===== config.mk =====
export PLATFORM = sky130hd
export DESIGN_NAME = uart_irq_ident
export DESIGN_NICKNAME = d
export VERILOG_FILES = /design/src/rtl/uart_irq_ident.sv
export SDC_FILE = /design/constraint.sdc
export NUM_CORES = 1
export LEC_CHECK = 0
export BUFFER_PORTS_ARGS = -buffer_cell sky130_fd_sc_hd__buf_2
export CAP_MARGIN = 25
export CELL_PAD_IN_SITES_DETAIL_PLACEMENT = 1
export CELL_PAD_IN_SITES_GLOBAL_PLACEMENT = 1
export CORE_MARGIN = 3
export CORE_UTILIZATION = 26
export DETAILED_ROUTE_END_ITERATION = 8
export PLACE_DENSITY_LB_ADDON = 0.1
export SETUP_SLACK_MARGIN = 0.1
export SKIP_LAST_GASP = 1
export SLEW_MARGIN = 20
export SYNTH_ARGS = -nofsm -noshare
export SYNTH_HDL_FRONTEND = slang
export SYNTH_SLANG_ARGS = --single-unit

===== constraint.sdc =====
create_clock -name clk -period 2.6 [get_ports clk]
set_input_delay 0.26 -clock clk [delete_from_list [all_inputs] [get_ports clk]]
set_output_delay 0.26 -clock clk [all_outputs]
set_load 0.05 [all_outputs]

===== src/rtl/uart_irq_ident.sv =====
module uart_irq_ident #(
  parameter int CNT_W = 5,
  parameter int LVL0  = 1,
  parameter int LVL1  = 4,
  parameter int LVL2  = 8,
  parameter int LVL3  = 14
) (
  input  logic             clk,
  input  logic             rst_n,
  input  logic [3:0]       irq_en,
  input  logic             fifo_on,
  input  logic [1:0]       trig_sel,
  input  logic [CNT_W-1:0] rx_count,
  input  logic             rx_overrun,
  input  logic             tx_empty,
  input  logic             d_cts,
  input  logic             d_dsr,
  input  logic             d_dcd,
  input  logic             ri_trail,
  input  logic             out2,
  input  logic             id_rd,
  input  logic             thr_wr,
  input  logic             ier_wr,
  output logic [7:0]       id_byte,
  output logic             tx_ack_strobe,
  output logic             irq
);
  localparam logic [3:0] C_LINE = 4'h6;
  localparam logic [3:0] C_RXD  = 4'h4;
  localparam logic [3:0] C_TMO  = 4'hC;
  localparam logic [3:0] C_THR  = 4'h2;
  localparam logic [3:0] C_MDM  = 4'h0;
  localparam logic [3:0] C_NONE = 4'h1;

  logic             ack_q;
  logic [7:0]       id_q;
  logic             strobe_q, irq_q;
  logic [CNT_W-1:0] trig;
  logic [3:0]       code;
  logic             line_p, rx_p, thr_p, mdm_p, any_p;
  logic             ack_set, ack_clr;

  always_comb begin
    if (!fifo_on) trig = CNT_W'(1);
    else begin
      case (trig_sel)
        2'd0:    trig = CNT_W'(LVL0);
        2'd1:    trig = CNT_W'(LVL1);
        2'd2:    trig = CNT_W'(LVL2);
        default: trig = CNT_W'(LVL3);
      endcase
    end
  end

  assign line_p = irq_en[2] & rx_overrun;
  assign rx_p   = irq_en[0] & (rx_count != '0);
  assign thr_p  = irq_en[1] & tx_empty & ~ack_q;
  assign mdm_p  = irq_en[3] & (d_cts | d_dsr | d_dcd | ri_trail);
  assign any_p  = line_p | rx_p | thr_p | mdm_p;

  always_comb begin
    if (line_p)     code = C_LINE;
    else if (rx_p)  code = (rx_count >= trig) ? C_RXD : C_TMO;
    else if (thr_p) code = C_THR;
    else if (mdm_p) code = C_MDM;
    else            code = C_NONE;
  end

  assign ack_set = id_rd & (id_q[3:0] == C_THR);
  assign ack_clr = thr_wr | ier_wr;

  always_ff @(posedge clk) begin
    if (!rst_n) begin
      ack_q    <= 1'b0;
      id_q     <= {4'h0, C_NONE};
      strobe_q <= 1'b0;
      irq_q    <= 1'b0;
    end else begin
      if (ack_clr)      ack_q <= 1'b0;
      else if (ack_set) ack_q <= 1'b1;
      id_q     <= {{2{fifo_on}}, 2'b00, code};
      strobe_q <= ack_set;
      irq_q    <= any_p & out2;
    end
  end

  assign id_byte       = id_q;
  assign tx_ack_strobe = strobe_q;
  assign irq           = irq_q;
endmodule



**Yosys cells after proc, flatten, opt, wreduce, memory -nomap -nowiden**

Cells that the tools add are included.

- Register bits: 10
- Output and inout bits: 10
- Logic and storage cells: 37

- Order comparisons: 1
- Equal/unequal tests: 3
- Muxes and demuxes: 7
- Bitwise gates (word level): 16
- Reductions and logical operators: 4

Operators with widths:

| kind | count |
|---|---|
| $mux W4 | 3 |
| $pmux W4 S3 | 1 |
| $and A1 B1 Y1 | 7 |
| $or A1 B1 Y1 | 7 |
| $ge A5 B5 Y1 | 1 |
| $reduce_bool A5 Y1 | 1 |
| $eq A4 B2 Y1 const B | 1 |
| $reduce_or A2 Y1 | 2 |
| $mux W3 | 1 |
| $eq A2 B1 Y1 const B | 1 |
| $eq A2 B2 Y1 const B | 1 |
| $logic_not A2 Y1 | 1 |
| $mux W2 | 1 |
| $not A1 Y1 | 2 |
| $mux W1 | 1 |

**Depth between registers and ports, before layout**

Gate-level depths: netlist of run 1.

- Depth in word-level cells: 8
- Gate-level depth with buffers: 6
- Gate-level depth less buffers: 6

**Least setup slack after synthesis of run 1**

OpenSTA, ideal clock, no wires.

- Path kind: input to register
- Start point: input rx_count[1]
- End point: register irq_q (netlist: irq)
- Arrival time: 1,248 ps
- Setup slack: 1,236 ps
- Cell stages on the path: 4
- Cell sequence: or4_4 > o21ai_4 > o2111ai_2 > and3_1

- Word-level cells in the longest chain between the ends: 6

RTL lines:

| element | RTL line | source |
|---|---|---|
| start, declared | 13 | `input logic [CNT_W-1:0] rx_count,` |
| $reduce_bool A5 Y1 | 56 | `assign rx_p = irq_en[0] & (rx_count != '0);` |
| $and A1 B1 Y1 | 56 |  |
| $or A1 B1 Y1 (3 in series) | 59 | `assign any_p = line_p \| rx_p \| thr_p \| mdm_p;` |
| $and A1 B1 Y1 | 83 | `irq_q <= any_p & out2;` |
| end signal, assigned | 83 |  |
| end, declared | 37 | `logic strobe_q, irq_q;` |

No other way between the ends.
A chain may end at the register's enable or synchronous reset.

**Worst setup path in the final report of run 1**

Same ends and word-level chain as after synthesis.

==> results of run 1 <==
## per-layer routing
metal	track usage [%]	vias up	share of wire, %
met3	1.172	0	12
met2	14.56	24	45
met4	10.23	0	0
li1	-	227	-
met1	13.82	180	44
met5	0	-	0
## cells by family after synthesis
logic type / synth area share [%]
AOI/OAI and AO/OA: 17.70
adders and majority gates: 11.80
buffers and inverters: 7.080
DFF: 37.76
other: 0.8841
and+or+nand+nor: 24.78
## area by class of cell
type	count	area (um2)
fillers	182	813.3
multi-input cells	35	237.7
flip-flops and latches	8	160.2
repair buffers	31	155.1
clock buffers	3	22.52
well taps	15	18.77
inverters	2	7.507
## stage by stage
stage	power [W]	instances	setup WS [ns]	area, um2
after floorplan	0.0001850	48	1.236	427.9
after global placement	0.0002127	91	1.082	579.3
after detailed placement	0.0002132	91	1.066	579.3
after CTS	0.0003054	94	1.325	601.8
after global routing	0.0003220	94	1.264	601.8
final	0.0002976	94	1.321	601.8
## layout by cell type (no fill, tap or decap)
| cell type | synthesis | routed |
|---|---|---|
| a21boi_0 | 1 | 1 |
| a21boi_1 | 1 | 1 |
| a21oi_1 | 1 | 1 |
| and2_1 | 2 | 2 |
| and3_1 | 1 | 1 |
| and4b_1 | 1 | 1 |
| buf_2 | 0 | 31 |
| clkbuf_4 | 0 | 3 |
| conb_1 | 1 | 2 |
| dfxtp_1 | 8 | 8 |
| ha_1 | 4 | 4 |
| inv_1 | 2 | 2 |
| nand2_1 | 6 | 6 |
| nand3_1 | 2 | 2 |
| nor2_1 | 5 | 5 |
| nor3_1 | 1 | 1 |
| nor4b_1 | 1 | 1 |
| o2111ai_2 | 1 | 1 |
| o21ai_0 | 3 | 3 |
| o21ai_4 | 1 | 1 |
| o41ai_1 | 1 | 1 |
| or4_4 | 1 | 1 |
## path summary, 6_finish.rpt
path	depth (start not counted)	slack (ns)	start	end
min	2	0.18	ier_wr	ack_q
max reg2reg	4	1.61	id_byte[3]	ack_q
min reg2reg	2	0.54	ack_q	ack_q
max	5	1.32	rx_count[1]	irq
## registers in the layout, indices dropped and copies added, names as in the netlist
signal and cells:
ack_q 1, id_byte 5, tx_ack_strobe 1, irq 1
## power groups by stage
stage	clock network [W]	registers [W]	logic (W)
final	0.0000874	0.000130	0.0000798
after global routing	0.000104	0.000131	0.0000875
after CTS	0.0000944	0.000130	0.0000807
after detailed placement	0	0.000133	0.0000803
after global placement	0	0.000133	0.0000799
after floorplan	0	0.000152	0.0000327
==> reports/results.ini, run 1 <==
[status]
status = finished, final reports clean

[logic_synthesis]
synth_cell_types = 21
synth.top_cell.area_share_pct = 37.76
yosys_most_used_dff = dfxtp_1
synth.most_common_cell = dfxtp_1
yosys-top-cells-count = dfxtp_1 (8), nand2_1 (6), nor2_1 (5)
yosys_warnings = 0
yosys-top-cells-area = dfxtp_1 (38%), ha_1 (12%), buf_4 (5.3%)
ys_seq_area_share_pct = 37.76
synth_edf_count = 0
yosys.area.top_type = dfxtp_1
syn-mean-instance-area_um2 = 9.025
ys_seq_elements = 8
synth-async-reset-ratio_pct = 0
syn_inst = 47
syn-cell-area_um2 = 424.2

[timing]
setup_viol = 0
hold_viol = 0
tns_ns = 0
min_period_ns = 1.279
fmax_ghz = 0.7816
fin_crit_sh_pct = 49.21
rsz0062_at_grt = false
worst_clock_skew_ns = 0.001483
slew_viol_final = 0
hold_ws_ns = 0.1781

[drt]
wire_per_inst_um = 10.87
first_pass_iters = 3
routed-via-count = 431
drt_iter0_markers = 3
antenna_left = 0
via_per_inst = 4.585
drc_errors = 0
wirelength_um = 1022

[placed_design]
numPortBuffers = 31
globalplace.congestion = 0.6831
dpl.hpwl_um = 902.3

[clock_tree]
ctsHoldBuffers = 0
h-tree-depth = 1
cts_tree = yes
clk_latency_ns = 0.24
clk_path_buf_depth = 2
cts.clk_slew.worst_paths_ns = 0.05
numCtsBuffers = 3
clock_sinks = 8
cts_resized = 0
post_cts_buffers = 0
cts_root_buf = clkbuf_4

[global_route]
antenna_found_initial = 0
grt_pass1_wl_um = 1566
grt_use_total_pct = 10.59
grt_max_degree = 9
overflow = 0
grt_pass1_vias = 388

[critical_path]
max_stage_delay_ns = 0.54
worstSetupPathType = in -> reg
crit_path_start_kind = primary input
required_ns = 2.74
crit_fanout = 4
end_kind = flop
cp_slowest_cell = or4_4
crit_chain = buf_2 -> or4_4 -> o21ai_4 -> o2111ai_2 -> and3_1
path_delay_family = simple AND/OR/NAND/NOR gates
arrival_ns = 1.42
crit_buf_inv = 1

[finish]
diodes = 0
drive_gt1_share_pct = 46.84
nets = 109
area_growth_syn_to_layout_pct = 41.89
post-route-util_pct = 42.53

[floorplan]
io_pins = 34
die_w_um = 46.39
die-area_um2 = 2152
die_y_um = 46.39
rows = 13
start_util_pct = 29.97
core_area_um2 = 1415

[pwr]
p_leak_nw = 0.3161
peakVddDrop_uv = 203.5
seqPwrFrac_pct = 43.8
switching_share_pct = 29.86
comb_power_share_pct = 26.8
p_clk_share_pct = 29.4
p_int_w = 0.0002087
power.switching_w = 0.00008884
power_density_nw_per_um2 = 494.5

[flow_run]
cap_violations = 0

[worst_hold_path]
hold_path.class = in -> reg

(Power assumes the default switching activity.)
==> run 2, diff against run 1 <==
--- a/config.mk
+++ b/config.mk
@@ -5,12 +5,13 @@
 export SDC_FILE = /design/constraint.sdc
 export NUM_CORES = 1
 export LEC_CHECK = 0
+export ABC_AREA = 1
 export BUFFER_PORTS_ARGS = -buffer_cell sky130_fd_sc_hd__buf_2
 export CAP_MARGIN = 25
 export CELL_PAD_IN_SITES_DETAIL_PLACEMENT = 1
 export CELL_PAD_IN_SITES_GLOBAL_PLACEMENT = 1
 export CORE_MARGIN = 3
-export CORE_UTILIZATION = 26
+export CORE_UTILIZATION = 24
 export DETAILED_ROUTE_END_ITERATION = 8
 export PLACE_DENSITY_LB_ADDON = 0.1
 export SETUP_SLACK_MARGIN = 0.1
==> constraint.sdc (replaced) <==
create_clock -name clk -period 1.2 [get_ports clk]
set_input_delay 0.12 -clock clk [delete_from_list [all_inputs] [get_ports clk]]
set_output_delay 0.12 -clock clk [all_outputs]
set_load 0.05 [all_outputs]
==> run 2 against run 1 <==
Clock skew increased by 0.0023 ns; routed wire length increased by 15%; sequential share of layout area decreased by 2.0 points; via count increased by 23%; total power increased by 130%; worst hold slack got worse by 0.083 ns; setup slack got worse by 1.1 ns; clock-buffer cell count unchanged; critical path type is now reg -> out; largest cell class unchanged.
==> reports/results.ini, run 2 <==
[global_route]
overflow = 0
grt_pass1_wl_um = 2139
grt_use_total_pct = 11.41
antenna_found_initial = 0
grt_max_degree = 7
grt_pass1_vias = 544

[floorplan]
die_y_um = 49.80
io_pins = 34
die-area_um2 = 2480
core_area_um2 = 1764
rows = 15
start_util_pct = 26.10
die_w_um = 49.80

[clock_tree]
numCtsBuffers = 3
cts_resized = 0
h-tree-depth = 1
clk_latency_ns = 0.25
ctsHoldBuffers = 0
cts.clk_slew.worst_paths_ns = 0.05
cts_tree = yes
post_cts_buffers = 0
clock_sinks = 8
cts_root_buf = clkbuf_4
clk_path_buf_depth = 2

[drt]
via_per_inst = 4.224
drt_iter0_markers = 3
first_pass_iters = 4
drc_errors = 0
wirelength_um = 1171
routed-via-count = 528
wire_per_inst_um = 9.368
antenna_left = 0

[timing]
rsz0062_at_grt = false
slew_viol_final = 0
setup_viol = 0
min_period_ns = 0.9468
fmax_ghz = 1.056
worst_clock_skew_ns = 0.003817
fin_crit_sh_pct = 78.90
hold_viol = 0
tns_ns = 0

[logic_synthesis]
ys_seq_area_share_pct = 34.78
ys_seq_elements = 8
yosys.area_share.simple_pct = 32.07
synthAdderAreaFrac_pct = 10.87
yosys_warnings = 0
synth.most_common_cell = nand2_1
yosys_most_used_dff = dfxtp_1
synth_top_family_by_area = simple AND/OR/NAND/NOR gates
synth_compound_area_share_pct = 8.424
syn_inst = 68
synth_edf_count = 0
syn-cell-area_um2 = 460.4
yosys.area.top_type = dfxtp_1
synth.top_cell.area_share_pct = 34.78
synth_xor_area_share_pct = 0
synth_cell_types = 14
yosys-top-cells-area = dfxtp_1 (35%), nand2_1 (12%), ha_1 (11%)
syn-mean-instance-area_um2 = 6.771
yosys-top-cells-count = nand2_1 (15), nor2_1 (12), inv_1 (10)
synthMuxAreaShare_pct = 0
synth-async-reset-ratio_pct = 0

[critical_path]
cp.depth = 1
worstSetupPathType = reg -> out
required_ns = 1.08
cp_slowest_cell = dfxtp_1
reg2reg_depth = 2
crit_fanout = 2
path_delay_family = flip-flops
max_stage_delay_ns = 0.32
crit_buf_inv = 1
crit_chain = buf_2
end_kind = output port
arrival_ns = 0.83
crit_path_start_kind = flop

[worst_hold_path]
hold_path.class = in -> reg
hold-path-cell-count = 3

[finish]
diodes = 0
drive_gt1_share_pct = 35.00
nets = 130
area_growth_syn_to_layout_pct = 41.30
final_area_um2 = 650.6
largest_register_ffs = 5
mostFrequentLayoutCells = buf_2 (31), nand2_1 (15), nor2_1 (12)
final_common_cell = buf_2

[flow_run]
cap_violations = 0

[status]
status = finished, final reports clean

[placed_design]
place_area_um2 = 628.1
globalplace.congestion = 0.7583
dpl.hpwl_um = 1041
numPortBuffers = 31

[pwr]
power_density_nw_per_um2 = 1038
p_leak_nw = 0.3702
peakVddDrop_uv = 377.7

==> run 2: per-stage QoR <==
stage / cells / utilization (%) / setup slack [ns] / power [W] / hold WS, ns
global placement: 122 / 35.60 / 0.1126 / 0.0004783 / 0.3457
floorplan: 69 / - / 0.1857 / 0.0004171 / 0.2000
finish: 125 / 36.88 / 0.2532 / 0.0006751 / 0.09552
global route: 125 / 36.88 / 0.1789 / 0.0007388 / 0.09867
detailed placement: 122 / 35.60 / 0.04119 / 0.0004812 / 0.3568
CTS: 125 / 36.88 / 0.2384 / 0.0006861 / 0.09338
==> run 2: cell type report <==
class | instances | area, um2
Fill cell | 262 | 1114
Multi-Input combinational cell | 48 | 244.0
Sequential cell | 8 | 160.2
Timing Repair Buffer | 31 | 155.1
Inverter | 10 | 37.54
Tap cell | 25 | 31.28
Clock buffer | 3 | 22.52
==> run 2: cell families (layout without fill, tap and decap cells) <==
kind of cell | after synthesis | in the layout
simple gates | 35 | 35
other cells | 1 | 2
fa+ha+maj | 4 | 4
buf+inv | 13 | 44
compound gates | 7 | 7
flops | 8 | 8
==> run 2: path summary, 6_finish.rpt <==
path	startpoint	to	slack, ns
max reg2reg	ack_q	id_byte[0]	0.43
min	out2	irq	0.1
min reg2reg	ack_q	ack_q	0.46
max	id_byte[3]	id_byte[3]	0.25
==> run 2: power by group <==
group / internal (W) / total (W) / leakage, nW / switching (W)
sequential: 0.000278 / 0.000282 / 0.0659 / 0.00000434
clock: 0.000114 / 0.000202 / 0.0138 / 0.0000876
combinational: 0.0000642 / 0.000191 / 0.290 / 0.000127
total: 0.000456 / 0.000675 / 0.370 / 0.000219
==> run 2: routing by layer <==
metal  vias up  track usage, %  share of wire, %
li1        280               -                 -
met1       219           13.28                46
met2        27           17.62                43
met3         2           3.323               9.6
met4         0           8.295               1.3
met5         -               0                 0
==> run 3, diff against run 2 <==
==> constraint.sdc (replaced) <==
create_clock -name clk -period 0.9 [get_ports clk]
set_input_delay 0.09 -clock clk [delete_from_list [all_inputs] [get_ports clk]]
set_output_delay 0.09 -clock clk [all_outputs]
set_load 0.05 [all_outputs]
==> run 3 against run 2 <==
Highest routed layer unchanged; largest power group unchanged; clock-buffer cell count rose by 1; critical path type unchanged; cell area increased by 29%; worst hold slack worse by 0.050 ns.
==> reports/results.ini, run 3 (synthesis results as in run 2) <==
[status]
status = finished, final reports clean

[pwr]
seqPwrFrac_pct = 37.6
comb_power_share_pct = 33.1
switching_share_pct = 33.02
p_int_w = 0.0006842
power.switching_w = 0.0003373
p_leak_nw = 0.4077
peakVddDrop_uv = 515.0
p_clk_share_pct = 29.3
power_density_nw_per_um2 = 1217

[clock_tree]
post_cts_buffers = 0
cts_tree = yes
numCtsBuffers = 3
clk_latency_ns = 0.25
h-tree-depth = 1
cts_root_buf = clkbuf_4
cts.clk_slew.worst_paths_ns = 0.06
clk_path_buf_depth = 2
clock_sinks = 8

[finish]
final_common_cell = buf_2
mostFrequentLayoutCells = buf_2 (21), nand2_1 (13), nor2_1 (10)
nFillCells = 241
diodes = 0
area_growth_syn_to_layout_pct = 82.34
post-route-util_pct = 47.59
nets = 131
finalNonFillerCells = 127
largest_register_ffs = 5
final_area_um2 = 839.6
drive_gt1_share_pct = 51.96

[worst_hold_path]
holdPathEnd = irq
min_from = out2
hold_path.class = in -> reg
hold-path-cell-count = 3

[placed_design]
placed_cells = 123
place_area_um2 = 693.2
globalplace.congestion = 0.8733
numPortBuffers = 31
dpl.hpwl_um = 1178

[critical_path]
crit_buf_inv = 1
cp_slowest_cell = dfxtp_2
arrival_ns = 0.77
crit_path_start_kind = flop
crit-reg2reg-launch = id_byte[2]
rrSetupSlack_ns = 0.11
path_delay_family = flip-flops
required_ns = 0.81
max_stage_delay_ns = 0.37
reg2reg_depth = 3
end_kind = output port
worstSetupPathType = reg -> out
reg2reg_to = ack_q
crit_chain = buf_8
crit_fanout = 2

[timing]
worst_clock_skew_ns = 0.002946
fin_crit_sh_pct = 95.29
slew_viol_final = 0
setup_viol = 0
fmax_ghz = 1.166
rsz0062_at_grt = true
min_period_ns = 0.8576
hold_viol = 0

[global_route]
grt_pass1_wl_um = 2201
antenna_found_initial = 0
grt_busiest_layer = met2
grt_pass1_vias = 525
grtUsageMet2_pct = 19.38
grtUsageMet3_pct = 3.323
grt_max_degree = 7
grt_use_total_pct = 11.91
overflow = 0
groute.layer.met1.usage_pct = 14.36

[floorplan]
rows = 15
die_w_um = 49.80
core_area_um2 = 1764
io_pins = 34
die_y_um = 49.80
start_util_pct = 26.10
die-area_um2 = 2480

[drt]
via_per_inst = 4.331
wire_per_inst_um = 10.60
wirelength_um = 1346
drt_iter0_markers = 3
antenna_left = 0
first_pass_iters = 4
routed-via-count = 550
drc_errors = 0

[flow_run]
cap_violations = 0

run 3: cell count changes in the layout (fill, tap and decap cells not counted), moves of 2 or more:
cell and delta:
buf_2 -10, buf_4 +2, buf_6 +3, buf_8 +6
dfxtp_1 -7, dfxtp_2 +4, dfxtp_4 +3, ha_1 -3
ha_4 +3, nand2_1 -2, nor2_1 -2, nor2_4 +2
o21ai_0 -2
run 3: metrics by stage:
stage / TNS, ns / hold WS [ns] / setup WS (ns) / total power (W)
after global placement: -0.1891 / 0.3175 / -0.1891 / 0.0006632
after global routing: 0 / 0.05141 / 0.005601 / 0.001098
after CTS: 0 / 0.04441 / 0.05492 / 0.001011
after detailed placement: -0.2173 / 0.3198 / -0.2173 / 0.0006688
after floorplan: 0 / 0.1687 / 0.07074 / 0.0005696
final: 0 / 0.04582 / 0.04237 / 0.001021
run 3: timing repair:
action / in CTS / in global routing
hold buffers: 0 / 0
hold endpoints to repair: 0 / 0
gates resized for setup: 23 / 12
pin swaps: 0 / 6
endpoints found under the setup margin: 9 / 13
run 3: how the worst max path moves through the flow:
stage,startpoint,end,slack (ns),cells after the start
5_1_grt,id_byte[3],id_byte[3],0.006,1
4_1_cts,id_byte[3],id_byte[3],0.05,1
6_report,id_byte[2],id_byte[2],0.04,1
2_1_floorplan,fifo_on,id_byte[3],0.07,7
3_5_place_dp,fifo_on,id_byte[3],-0.22,8
3_3_place_gp,fifo_on,id_byte[3],-0.19,8
run 3: area by class of cell:
class | count | area, um2 | share of cell area, %
Multi-Input combinational cell | 48 | 324.1 | 38.60
Sequential cell | 8 | 176.4 | 21.01
Timing Repair Buffer | 32 | 244.0 | 29.06
Clock buffer | 4 | 26.28 | 3.130
Inverter | 10 | 37.54 | 4.471
Tap cell | 25 | 31.28 | 3.726
run 3: metal layers:
layer | routed length (um) | share of wire, %
met2 | 669 | 50
met5 | 0 | 0
met3 | 91 | 6.8
met4 | 15 | 1.1
met1 | 569 | 42
run 3: power groups by stage:
stage                     Clock, W  Combinational (W)  Sequential (W)
after floorplan                  0           0.000130        0.000439
after detailed placement         0           0.000287        0.000382
after CTS                 0.000313           0.000318        0.000380
after global routing      0.000342           0.000370        0.000386
final                     0.000300           0.000338        0.000384
after global placement           0           0.000283        0.000381
